**src/rtl/sleep_wake_pkg.sv**
```systemverilog
package sleep_wake_pkg;
  localparam int unsigned MODE_W = 2;
  typedef enum logic [MODE_W-1:0] {
    MODE_RUN     = 2'b00,
    MODE_SLEEP   = 2'b01,
    MODE_STOPPED = 2'b10
  } mode_e;
endpackage

```
**src/rtl/sw_sync.sv**
```systemverilog
module sw_sync #(
  parameter int unsigned WIDTH  = 2,
  parameter int unsigned STAGES = 2
) (
  input  logic             clk_i,
  input  logic             rst_ni,
  input  logic [WIDTH-1:0] d_i,
  output logic [WIDTH-1:0] q_o
);
  localparam int unsigned LAST = STAGES - 1;

  for (genvar b = 0; b < WIDTH; b++) begin : g_bit
    logic [STAGES-1:0] chain_q;
    always_ff @(posedge clk_i or negedge rst_ni) begin
      if (!rst_ni) chain_q <= '0;
      else if (STAGES == 1) chain_q <= d_i[b];
      else chain_q <= {chain_q[STAGES-2:0], d_i[b]};
    end
    assign q_o[b] = chain_q[LAST];
  end
endmodule

```
**src/rtl/sw_mode_fsm.sv**
```systemverilog
module sw_mode_fsm
  import sleep_wake_pkg::*;
(
  input  logic  clk_i,
  input  logic  rst_ni,
  input  logic  sleep_wr_i,
  input  logic  sleep_wdata_i,
  input  logic  clk_running_i,
  input  logic  irq_i,
  input  logic  stop_i,
  output mode_e mode_o,
  output logic  enter_o,
  output logic  wake_o,
  output logic  wake_pulse_o
);
  mode_e mode_q, mode_d;
  logic  wake_q;

  // request only counts from RUN with a live core clock
  assign enter_o = (mode_q == MODE_RUN) && sleep_wr_i && sleep_wdata_i && clk_running_i;
  assign wake_o  = (mode_q == MODE_SLEEP) && irq_i;

  always_comb begin
    mode_d = mode_q;
    unique case (mode_q)
      MODE_RUN:     if (enter_o) mode_d = MODE_SLEEP;
      MODE_SLEEP:   if (irq_i) mode_d = MODE_RUN;
                    else if (stop_i) mode_d = MODE_STOPPED;
      MODE_STOPPED: if (!stop_i) mode_d = MODE_SLEEP;
      default:      mode_d = MODE_RUN;
    endcase
  end

  always_ff @(posedge clk_i or negedge rst_ni) begin
    if (!rst_ni) begin
      mode_q <= MODE_RUN;
      wake_q <= 1'b0;
    end else begin
      mode_q <= mode_d;
      wake_q <= wake_o;
    end
  end

  assign mode_o       = mode_q;
  assign wake_pulse_o = wake_q;

  AST_SLEEP_ENTRY: assert property (@(posedge clk_i) disable iff (!rst_ni)
    (mode_q == MODE_RUN && sleep_wr_i && sleep_wdata_i && clk_running_i) |=> (mode_q == MODE_SLEEP));
  AST_IRQ_WAKE: assert property (@(posedge clk_i) disable iff (!rst_ni)
    (mode_q == MODE_SLEEP && irq_i) |=> (mode_q == MODE_RUN && wake_q));
  AST_STOP_ENTRY: assert property (@(posedge clk_i) disable iff (!rst_ni)
    (mode_q == MODE_SLEEP && stop_i && !irq_i) |=> (mode_q == MODE_STOPPED));
  AST_STOP_RETURN: assert property (@(posedge clk_i) disable iff (!rst_ni)
    (mode_q == MODE_STOPPED) |=> (mode_q != MODE_RUN));
  AST_RUN_STOP_IGNORED: assert property (@(posedge clk_i) disable iff (!rst_ni)
    (mode_q == MODE_RUN) |=> (mode_q != MODE_STOPPED));
endmodule

```
**src/rtl/sw_ctl_regs.sv**
```systemverilog
module sw_ctl_regs (
  input  logic clk_i,
  input  logic rst_ni,
  input  logic run_i,
  input  logic enter_i,
  input  logic wake_i,
  input  logic cfg_wr_i,
  input  logic cfg_pll_en_i,
  input  logic cfg_slow_i,
  output logic sleep_bit_o,
  output logic pll_en_o,
  output logic clk_slow_o
);
  logic sleep_q, pll_q, slow_q;

  always_ff @(posedge clk_i or negedge rst_ni) begin
    if (!rst_ni) sleep_q <= 1'b0;
    else if (wake_i) sleep_q <= 1'b0;
    else if (enter_i) sleep_q <= 1'b1;
  end

  // clock config frozen whenever the core is halted
  always_ff @(posedge clk_i or negedge rst_ni) begin
    if (!rst_ni) begin
      pll_q  <= 1'b0;
      slow_q <= 1'b0;
    end else if (run_i && cfg_wr_i) begin
      pll_q  <= cfg_pll_en_i;
      slow_q <= cfg_slow_i;
    end
  end

  assign sleep_bit_o = sleep_q;
  assign pll_en_o    = pll_q;
  assign clk_slow_o  = slow_q;

  AST_CFG_HOLD: assert property (@(posedge clk_i) disable iff (!rst_ni)
    (!run_i) |=> $stable({pll_q, slow_q}));
  AST_SLEEP_BIT_CLR: assert property (@(posedge clk_i) disable iff (!rst_ni)
    wake_i |=> !sleep_q);
endmodule

```
**src/rtl/sleep_wake_ctrl.sv**
```systemverilog
module sleep_wake_ctrl
  import sleep_wake_pkg::*;
#(
  parameter int unsigned SYNC_STAGES = 2
) (
  input  logic              clk_i,
  input  logic              rst_ni,
  input  logic              sleep_wr_i,
  input  logic              sleep_wdata_i,
  input  logic              cfg_wr_i,
  input  logic              cfg_pll_en_i,
  input  logic              cfg_slow_i,
  input  logic              clk_running_i,
  input  logic              irq_i,
  input  logic              stop_i,
  output logic              core_halt_o,
  output logic              core_clk_en_o,
  output logic [MODE_W-1:0] mode_o,
  output logic              sleep_bit_o,
  output logic              pll_en_o,
  output logic              clk_slow_o,
  output logic              wake_o
);
  localparam int unsigned N_ASYNC = 2;

  logic [N_ASYNC-1:0] async_raw, async_sync;
  logic  irq_s, stop_s, enter, wake_evt;
  mode_e mode;

  assign async_raw = {stop_i, irq_i};
  assign {stop_s, irq_s} = async_sync;

  sw_sync #(.WIDTH(N_ASYNC), .STAGES(SYNC_STAGES)) u_sync (
    .clk_i  (clk_i),
    .rst_ni (rst_ni),
    .d_i    (async_raw),
    .q_o    (async_sync)
  );

  sw_mode_fsm u_fsm (
    .clk_i         (clk_i),
    .rst_ni        (rst_ni),
    .sleep_wr_i    (sleep_wr_i),
    .sleep_wdata_i (sleep_wdata_i),
    .clk_running_i (clk_running_i),
    .irq_i         (irq_s),
    .stop_i        (stop_s),
    .mode_o        (mode),
    .enter_o       (enter),
    .wake_o        (wake_evt),
    .wake_pulse_o  (wake_o)
  );

  sw_ctl_regs u_regs (
    .clk_i        (clk_i),
    .rst_ni       (rst_ni),
    .run_i        (mode == MODE_RUN),
    .enter_i      (enter),
    .wake_i       (wake_evt),
    .cfg_wr_i     (cfg_wr_i),
    .cfg_pll_en_i (cfg_pll_en_i),
    .cfg_slow_i   (cfg_slow_i),
    .sleep_bit_o  (sleep_bit_o),
    .pll_en_o     (pll_en_o),
    .clk_slow_o   (clk_slow_o)
  );

  assign mode_o        = mode;
  assign core_halt_o   = (mode != MODE_RUN);
  assign core_clk_en_o = (mode != MODE_STOPPED);

  AST_REJECT_NO_CLK: assert property (@(posedge clk_i) disable iff (!rst_ni)
    (mode_o == 2'b00 && sleep_wr_i && !clk_running_i) |=> (mode_o == 2'b00 && !sleep_bit_o));
  AST_MODE_LEGAL: assert property (@(posedge clk_i) disable iff (!rst_ni)
    mode_o != 2'b11);
  AST_GATED_IS_HALTED: assert property (@(posedge clk_i) disable iff (!rst_ni)
    !core_clk_en_o |-> core_halt_o);
  AST_HALT_HAS_REQ: assert property (@(posedge clk_i) disable iff (!rst_ni)
    (core_halt_o && !$past(core_halt_o)) |-> sleep_bit_o);
endmodule

```
**config.mk**
```make
export PLATFORM = sky130hd
export DESIGN_NAME = sleep_wake_ctrl
export DESIGN_NICKNAME = d
export VERILOG_FILES = /design/src/rtl/sleep_wake_pkg.sv /design/src/rtl/sw_sync.sv /design/src/rtl/sw_mode_fsm.sv /design/src/rtl/sw_ctl_regs.sv /design/src/rtl/sleep_wake_ctrl.sv
export SDC_FILE = /design/constraint.sdc
export NUM_CORES = 1
export LEC_CHECK = 0
export ABC_AREA = 1
export ABC_CLOCK_PERIOD_IN_PS = 1000
export BUFFER_PORTS_ARGS = -buffer_cell sky130_fd_sc_hd__buf_4
export CAP_MARGIN = 25
export CORE_AREA = 2 2 39 41
export DETAILED_ROUTE_END_ITERATION = 12
export DIE_AREA = 0 0 41 43
export SLEW_MARGIN = 0
export SYNTH_ARGS = -nofsm -noshare
export SYNTH_HDL_FRONTEND = slang
export SYNTH_SLANG_ARGS = --single-unit
```
**constraint.sdc**
```tcl
create_clock -name clk_i -period 1 [get_ports clk_i]
set_input_delay 0.1 -clock clk_i [delete_from_list [all_inputs] [get_ports clk_i]]
set_output_delay 0.1 -clock clk_i [all_outputs]
set_load 0.02 [all_outputs]
```
# ---- Word-level counts from Yosys, hierarchy flattened
# Cells that the tools add are included.
dict set report totals {
  out_inout_bits 8
  inputBits 10
  register_bits 10
  elab_cells 29
}
dict set report op_classes {
  muxes 7
  n_reduce_logical 9
  n_eq_ne 6
}
# op count
set op_table {}
lappend op_table {{two-way mux 2 bit} 4}
lappend op_table {{inequality test 2 bit, second input constant} 3}
lappend op_table {{case mux 2 bit (3 select lines)} 1}
lappend op_table {{logical AND 1 bit} 5}
lappend op_table {{nonzero test 2 bit} 2}
lappend op_table {{inequality test 3 bit, second input constant} 1}
lappend op_table {{AND reduction 3 bit} 1}
lappend op_table {{== test 2 x 1 -> 1 bit, second input constant} 1}
lappend op_table {{== test 2 bit, second input constant} 1}
lappend op_table {{zero test 2 bit} 1}
lappend op_table {{two-way mux 1 bit} 2}

# ---- Longest topological paths before layout
# Gate-level depths: netlist of run 1.
dict set report logic_depth {
  ltp_word 6
  ltp_mapped 5
  depth_no_buf 5
}

# ---- Cells and area by module
# Synthesis of run 1 repeated with hierarchy kept, for this count alone.
dict set report unflattened {
  hier_cells 40
  hier_area_um2 384.1
}
# module area_each_um2 cells_per_inst n_inst
set modules_own_cells {}
lappend modules_own_cells {sw_mode_fsm 138.9 17 1}
lappend modules_own_cells {sw_sync 115.1 6 1}
lappend modules_own_cells {sw_ctl_regs 111.4 12 1}
lappend modules_own_cells {sleep_wake_ctrl 18.8 5 1}

# ---- Worst setup path before layout of run 1
# OpenSTA, ideal clock, no wires.
dict set report synth_timing {
  kind {register -> register}
  start {reg u_fsm.mode_q[0], in the netlist u_fsm.mode_o[0]}
  end {reg u_regs.sleep_q, in the netlist u_regs.sleep_bit_o}
  setup_ns 0.071
  path_buffers 0
  required_time_ns 0.929
  arrival_time_ns 0.947
  path_slack_ns -0.019
  synth_period_minus_slack_ns 1.019
  path_stages_with_launch 6
  path_cell_list {dfrtp_1 -> nor2_4 -> inv_2 -> nor2_2 -> nor2_1 -> nor2_1}
}
dict set report synth_via {
  elab_chain_len 5
  word_cells_on_any_way 8
  classes_between {eq/ne (1); mux (1); reduce/logical (6)}
}
# element line
set synth_rtl {}
lappend synth_rtl {{start: declaration} sw_mode_fsm.sv:16} ;# mode_e mode_q, mode_d;
lappend synth_rtl {{start signal: assignment} sw_mode_fsm.sv:39} ;# mode_q <= mode_d;
lappend synth_rtl {{zero test 2 bit} sw_mode_fsm.sv:20} ;# assign enter_o = (mode_q == MODE_RUN) && sleep_wr_i && sleep_wdata_i && clk_running_i;
lappend synth_rtl {{logical AND 1 bit (3 in a row)} sw_mode_fsm.sv:20}
lappend synth_rtl {{nonzero test 2 bit (no source line)} --}
lappend synth_rtl {{end signal: assignment} sw_ctl_regs.sv:17} ;# if (!rst_ni) sleep_q <= 1'b0;
lappend synth_rtl {{end signal: assignment} sw_ctl_regs.sv:18} ;# else if (wake_i) sleep_q <= 1'b0;
lappend synth_rtl {{end signal: assignment} sw_ctl_regs.sv:19} ;# else if (enter_i) sleep_q <= 1'b1;
lappend synth_rtl {{end: declaration} sw_ctl_regs.sv:14} ;# logic sleep_q, pll_q, slow_q;
# Several ways; a longest one is shown, not always the timed one.
# A chain may end at the register's enable or synchronous reset.

# ---- Final worst setup path of run 1
dict set report layout_timing {
  start {reg u_fsm.mode_q[1], in the netlist u_fsm.mode_o[1]}
  end {out core_halt_o}
}
dict set report layout_via {
  elab_chain_len 1
}
# element line
set layout_rtl {}
lappend layout_rtl {{nonzero test 2 bit} sleep_wake_ctrl.sv:69} ;# assign core_halt_o = (mode != MODE_RUN);
lappend layout_rtl {{end: declaration} sleep_wake_ctrl.sv:16} ;# output logic core_halt_o,
# Every way passes these cells.

==> summary.txt, run 1 <==
GRT
  • Maximum number of pins on one net before global-route repair: 11
  • GRT overflow: 0
  • Initial antenna violation count: 0
  • Global-route wire length before repair: 1270 um
  • Vias in the first global route: 316
  • Tot GR Track Use: 11.5%

STA
  • Tcrit/Tclk final: 109%
  • Clk_skew: 8.68 ps
  • Final-report hold violation count: 0
  • Max_slew headroom: 90.0%
  • Setup TNS: -341 ps
  • Worst slew pin tran: 150 ps
  • Final setup violating endpoints: 5
  • Final setup margin: -92.0 ps
  • Unrepaired setup endpoints after global routing: yes
  • Max-slew violations: 0
  • Final min period: 1090 ps
  • WHS: 65.6 ps
  • Max Fclk: 916 MHz

Placed design
  • RePlAce Congestion: 0.654
  • DPL Wire Length: 557 um
  • Port Buffers: 17
  • Dpl cells: 70
  • Pre-CTS WS: 66.7 ps

Cells and area
  • Share of cells above drive strength 1: 56.7%
  • Synth-to-layout area growth: 76.0%
  • FF+latch area: 253 um^2
  • Finished Layout Cells: 83
  • Filler cells: 136
  • ANT cells: 0
  • Area of the multi-input gates: 128 um^2
  • Nets: 78

Synthesis
  • Mapped Cells: 37
  • Top_reg_cell synth: dfrtp_1
  • Mean Syn Cell Area: 10.3 um^2
  • Synth Area in Compound Gates: 1.97%
  • Syn_nets: 47
  • Top-area cell type share of the netlist area: 65.8%
  • Synth unique cells: 12
  • EDFF count, synth: 0
  • Commonest cells post-synth: 10 x dfrtp_1, 10 x nand2_1, 4 x nor2_1
  • Register bit total from synthesis: 10
  • Leading area contributor after synthesis: dfrtp_1
  • Top cells by area, synth: dfrtp_1 66%, nand2_1 9.9%, nand3_1 3.9%
  • Adder-Cell Fraction of Synth Area: 0%
  • Largest family of logic cells by synthesized area: simple AND/OR/NAND/NOR gates
  • Seq/Total Area, Yosys: 65.8%
  • Mapped Area: 380 um^2
  • Simple-Gate Fraction of Synth Area: 28.3%
  • Async set or reset register ratio after synthesis: 100%
  • Mux share of post-synthesis cell area: 0%
  • Ys Warns: 0
  • Synth Area in XOR/XNOR: 0%

Critical path
  • Crit path from: u_fsm.mode_o[1]
  • Crit Path Max Fanout: 3
  • WS Path Type: reg -> out
  • Worst Path Arrival: 990 ps
  • Critical Path RT: 900 ps
  • Worst R2R Start: u_fsm.mode_o[1]
  • CP Launch Type: flip-flop
  • Crit. End Element: output pin

CTS
  • Inserted Clock Buffers: 3
  • CTS max path bufs: 2
  • Clock root buffer: clkbuf_4
  • TritonCTS clock tree: built
  • Worst skew pair latency: 270 ps
  • Clk slew on worst S/H paths: 80 ps
  • Clock Sinks: 10
  • H-tree depth: 1

Power
  • Clock network power share: 20.3%
  • Comb power frac: 47.8%
  • Pwr/cell area: 2800 nW/um^2
  • Switching power: 0.689 mW
  • VDD IR max: 0.788 mV
  • Sequential power share: 31.9%
  • Internal: 1.18 mW
  • Sw Ratio: 36.8%
  • P_leak: 0.345 nW
  • Overall power: 1.87 mW

Route
  • 1st-iter DRT viols: 0
  • Final ANT Viol Nets: 0
  • DRC viols: 0
  • WL/cell: 10.2 um
  • Detailed Routing Iterations Pass 1: 1
  • Via count: 352
  • Vias per cell: 4.24
  • Final wirelength: 845 um

Floorplanning
  • Die area: 1760 um^2
  • Die Y: 43 um
  • IO Count: 18
  • Core area: 1380 um^2
  • Rows: 14
  • Die Wd: 41 um
  • Initial Util: 27.5%

Status
  • Failing checks: setup timing
  • Status: finished with violations

Worst hold path
  • Worst hold path type: in -> reg
  • Worst Hold Launch: cfg_pll_en_i

Flow run
  • Max Cap Viol: 0
==> through the flow <==
step                      utilization, %  cell area (um^2)
after floorplan                        -               382
after global placement              38.2               529
after detailed placement            38.2               529
after global routing                48.4               669
after CTS                           47.8               662
final                               48.4               669
==> power groups by stage <==
stage	sequential, mW	combinational [mW]	clock [mW]
2_1_floorplan	0.728	0.251	0
4_1_cts	0.595	0.876	0.397
3_3_place_gp	0.615	0.640	0
5_1_grt	0.616	0.977	0.413
6_report	0.598	0.896	0.381
3_5_place_dp	0.614	0.649	0
==> final cells by class <==
type                    instances  area share, %
multi-input cells              23           19.1
repair buffers                 26           32.5
inverters                       4           2.24
well taps                      16           2.99
clock buffers                   4           5.42
flip-flops and latches         10           37.8
==> repair_timing <==
action / in CTS / in global routing
endpoints found under the setup margin: 4 / 8
pin swaps: 1 / 2
hold buffers: 3 / 0
hold endpoints to repair: 12 / 0
setup buffers: 6 / 0
resized for setup: 7 / 3
==> worst max-delay path: stages, from the launching register on <==
cell	delay (ps)
dfrtp_2	440
nor2_4	120
inv_2	50
buf_6	120
==> path summary, 6_finish.rpt <==
check                      slack, ps                          to  cells after the start
max in group asynchronous        660             u_fsm.mode_o[1]                      2
min in group asynchronous        180          u_fsm.wake_pulse_o                      2
setup / recovery                 -90                 core_halt_o                      3
hold / removal                    70             u_regs.pll_en_o                      3
setup reg to reg                   0          u_regs.sleep_bit_o                      6
hold reg to reg                  360  u_sync.g_bit[0].chain_q[1]                      0
==> layout by cell type, fill, tap and decap left out <==
cell,instances
or2_2,1
buf_4,19
nand2_1,8
dlygate4sd3_1,3
o21bai_1,1
nand3_1,3
clkbuf_4,3
nand4_1,1
nor2_2,1
buf_6,4
dfrtp_2,2
inv_1,2
nand2_2,2
nor2_4,2
inv_2,2
clkbuf_8,1
nand3_2,1
dfrtp_1,8
nor2_1,3
==> per-layer routing <==
| layer | share of wire (%) | vias to the layer above | GRT usage [%] |
|---|---|---|---|
| met1 | 37 | 164 | 12.6 |
| met3 | 5.7 | 0 | 4.71 |
| met4 | 0 | 0 | 8.00 |
| li1 | - | 179 | - |
| met2 | 58 | 9 | 16.9 |
| met5 | 0 | - | 0 |
==> logic make-up (layout without fill, tap and decap cells) <==
logic type	count (synthesis)	count (layout)
buffers and inverters	4	34
and+or+nand+nor	22	22
DFF	10	10
AOI/OAI and AO/OA	1	1
==> registers in the layout (all words and copies together), names as in the netlist <==
register and count:
u_regs.sleep_bit_o 1, u_fsm.mode_o 2, u_fsm.wake_pulse_o 1, u_regs.pll_en_o 1, u_regs.clk_slow_o 1, u_sync.g_bit.chain_q 4
(Power assumes the default switching activity.)
==> run 2: changes to the inputs <==
--- a/config.mk
+++ b/config.mk
@@ -10,9 +10,12 @@
 export BUFFER_PORTS_ARGS = -buffer_cell sky130_fd_sc_hd__buf_4
 export CAP_MARGIN = 25
 export CORE_AREA = 2 2 39 41
+export CTS_CLUSTER_DIAMETER = 100
 export DETAILED_ROUTE_END_ITERATION = 12
 export DIE_AREA = 0 0 41 43
+export SKIP_CTS_REPAIR_TIMING = 1
 export SLEW_MARGIN = 0
 export SYNTH_ARGS = -nofsm -noshare
 export SYNTH_HDL_FRONTEND = slang
+export SYNTH_HIERARCHICAL = 1
 export SYNTH_SLANG_ARGS = --single-unit
==> summary.txt, run 2 <==
Status
  • Status: finished with violations
  • Failing checks: setup timing

STA
  • Final setup margin: -106 ps
  • Max Fclk: 904 MHz
  • Tcrit/Tclk final: 111%
  • Worst slew pin tran: 211 ps
  • Clk_skew: 2.07 ps
  • Final setup violating endpoints: 3
  • Final min period: 1110 ps
  • Final-report hold violation count: 0
  • WHS: 79.5 ps
  • Max-slew violations: 0
  • Max_slew headroom: 85.8%
  • Unrepaired setup endpoints after global routing: yes

Critical path
  • Stages on the worst setup path: 4
  • Worst R2R Start: u_fsm/mode_o[1]
  • Worst Path Arrival: 1010 ps
  • Crit path from: u_fsm/mode_o[1]
  • Worst Setup EP: core_halt_o
  • R2r endpoint: u_regs/sleep_bit_o
  • CP Launch Type: flip-flop
  • Delay-heaviest family, CP: flip-flops
  • FF-to-FF path depth: 3
  • Crit-path most repeated cell: buf_6
  • R2R setup slack: 0 ps
  • Crit-path max cell delay: 430 ps
  • Buf/Inv on CP: 3
  • Cell Chain, Critical Path: buf_6 -> inv_2 -> nand2_2 -> buf_6
  • Slowest cell on crit path: dfrtp_2
  • Critical Path RT: 900 ps
  • Crit Path Max Fanout: 4
  • Crit. End Element: output pin
  • WS Path Type: reg -> out

Cells and area
  • ANT cells: 0
  • Finished Layout Cells: 81
  • Share of cells above drive strength 1: 47.7%
  • Most frequent cells in the layout: 18 x buf_4, 8 x nand2_1, 8 x dfrtp_1
  • Synth-to-layout area growth: 61.6%
  • Final core occ: 44.8%
  • Commonest non-fill, non-tap cell in the layout: buf_4
  • Largest register FFs: 4
  • Nets: 77
  • Largest Register: u_sync/g_bit.chain_q

Placed design
  • Dpl cells: 72
  • DPL Wire Length: 517 um
  • RePlAce Congestion: 0.682
  • Port Buffers: 17

Worst hold path
  • Worst hold path type: in -> reg

Synthesis
  • Syn_nets: 50
  • Ys Warns: 6
  • Synth unique cells: 10
  • Mapped Cells: 40
  • Register bit total from synthesis: 10
  • Count leader, synth: dfrtp_1
  • Top cells by area, synth: dfrtp_1 65%, nand2_1 8.8%, nand3_1 6.5%
  • Top-area cell type share of the netlist area: 65.1%
  • EDFF count, synth: 0
  • Commonest cells post-synth: 10 x dfrtp_1, 9 x nand2_1, 5 x nand3_1
  • Mapped Area: 384 um^2
  • Mean Syn Cell Area: 9.60 um^2
  • Top_reg_cell synth: dfrtp_1
  • Seq/Total Area, Yosys: 65.1%
  • Leading area contributor after synthesis: dfrtp_1
  • Async set or reset register ratio after synthesis: 100%

GRT
  • Initial antenna violation count: 0
  • GRT overflow: 0
  • Maximum number of pins on one net before global-route repair: 11
  • Global-route wire length before repair: 1080 um
  • Vias in the first global route: 302
  • Tot GR Track Use: 9.68%

Power
  • Clock network power share: 15.8%
  • Sw Ratio: 36.8%
  • Pwr/cell area: 2590 nW/um^2
  • Internal: 1.02 mW
  • Switching power: 0.592 mW
  • P_leak: 0.329 nW
  • VDD IR max: 0.816 mV
  • Sequential power share: 36.7%
  • Comb power frac: 47.4%

Route
  • Final wirelength: 739 um
  • DRC viols: 0
  • Via count: 335
  • 1st-iter DRT viols: 0
  • Final ANT Viol Nets: 0
  • Detailed Routing Iterations Pass 1: 1
  • Vias per cell: 4.14
  • WL/cell: 9.12 um

CTS
  • Clock root buffer: clkbuf_4
  • Clock Sinks: 10
  • CTS max path bufs: 2
  • H-tree depth: 1
  • Clk slew on worst S/H paths: 60 ps
  • Worst skew pair latency: 250 ps
  • Inserted Clock Buffers: 3
  • TritonCTS clock tree: built

Floorplanning
  • Die Y: 43 um
  • Die Wd: 41 um
  • Rows: 14
  • Core area: 1380 um^2
  • Initial Util: 27.8%
  • IO Count: 18
  • Die area: 1760 um^2

Flow run
  • Max Cap Viol: 0
==> run 2: logic make-up (layout without fill, tap and decap cells) <==
group	after synthesis	in the layout	share of synthesized area, %
simple gates	21	21	23.5
flops	10	10	65.1
buf+inv	8	33	9.77
compound gates	1	1	1.63
==> run 2: layer usage <==
| layer | GRT usage, % | routed length [um] | vias up |
|---|---|---|---|
| li1 | - | - | 175 |
| met1 | 11.1 | 329 | 147 |
| met2 | 12.8 | 344 | 13 |
| met3 | 4.71 | 66 | 0 |
| met4 | 8.00 | 0 | 0 |
| met5 | 0 | 0 | - |
==> run 2: worst min path at each step <==
| stage | slack, ps | cells after the start | from | end |
|---|---|---|---|---|
| finish | 80 | 3 | cfg_slow_i | u_regs/clk_slow_o |
| CTS | -350 | 1 | rst_ni | u_fsm/mode_o[1] |
| global placement | -70 | 1 | rst_ni | u_fsm/wake_pulse_o |
| detailed placement | -60 | 1 | rst_ni | u_fsm/mode_o[1] |
| floorplan | -200 | 0 | rst_ni | u_fsm/mode_o[0] |
| global route | 80 | 3 | cfg_pll_en_i | u_regs/pll_en_o |
==> run 2: power groups by stage <==
stage | Clock, mW | Sequential (mW) | Combinational [mW]
global placement | 0 | 0.597 | 0.636
global route | 0.298 | 0.609 | 0.835
CTS | 0.280 | 0.598 | 0.641
detailed placement | 0 | 0.607 | 0.641
finish | 0.255 | 0.590 | 0.763
floorplan | 0 | 0.723 | 0.232
==> run 2: worst min-delay path: cells and delay by family <==
kind                   cells  cell delay (ps)
and+or+nand+nor            2              130
buffers and inverters      1               80
==> run 2: per-stage QoR <==
step           TNS, ps  power [mW]  cell area, um^2  setup WS [ps]
2_1_floorplan        0       0.955              384           13.2
3_3_place_gp         0        1.23              524           53.8
3_5_place_dp         0        1.25              524           48.2
4_1_cts           -510        1.52              547           -210
5_1_grt           -470        1.74              621           -155
6_report          -243        1.61              621           -106
==> run 2: final cells by class <==
cell class | count | area (um^2)
Tap cell | 16 | 20.0
Sequential cell | 10 | 253
Multi-Input combinational cell | 22 | 104
Clock buffer | 3 | 22.5
Inverter | 6 | 22.5
Timing Repair Buffer | 24 | 199
Fill cell | 148 | 763
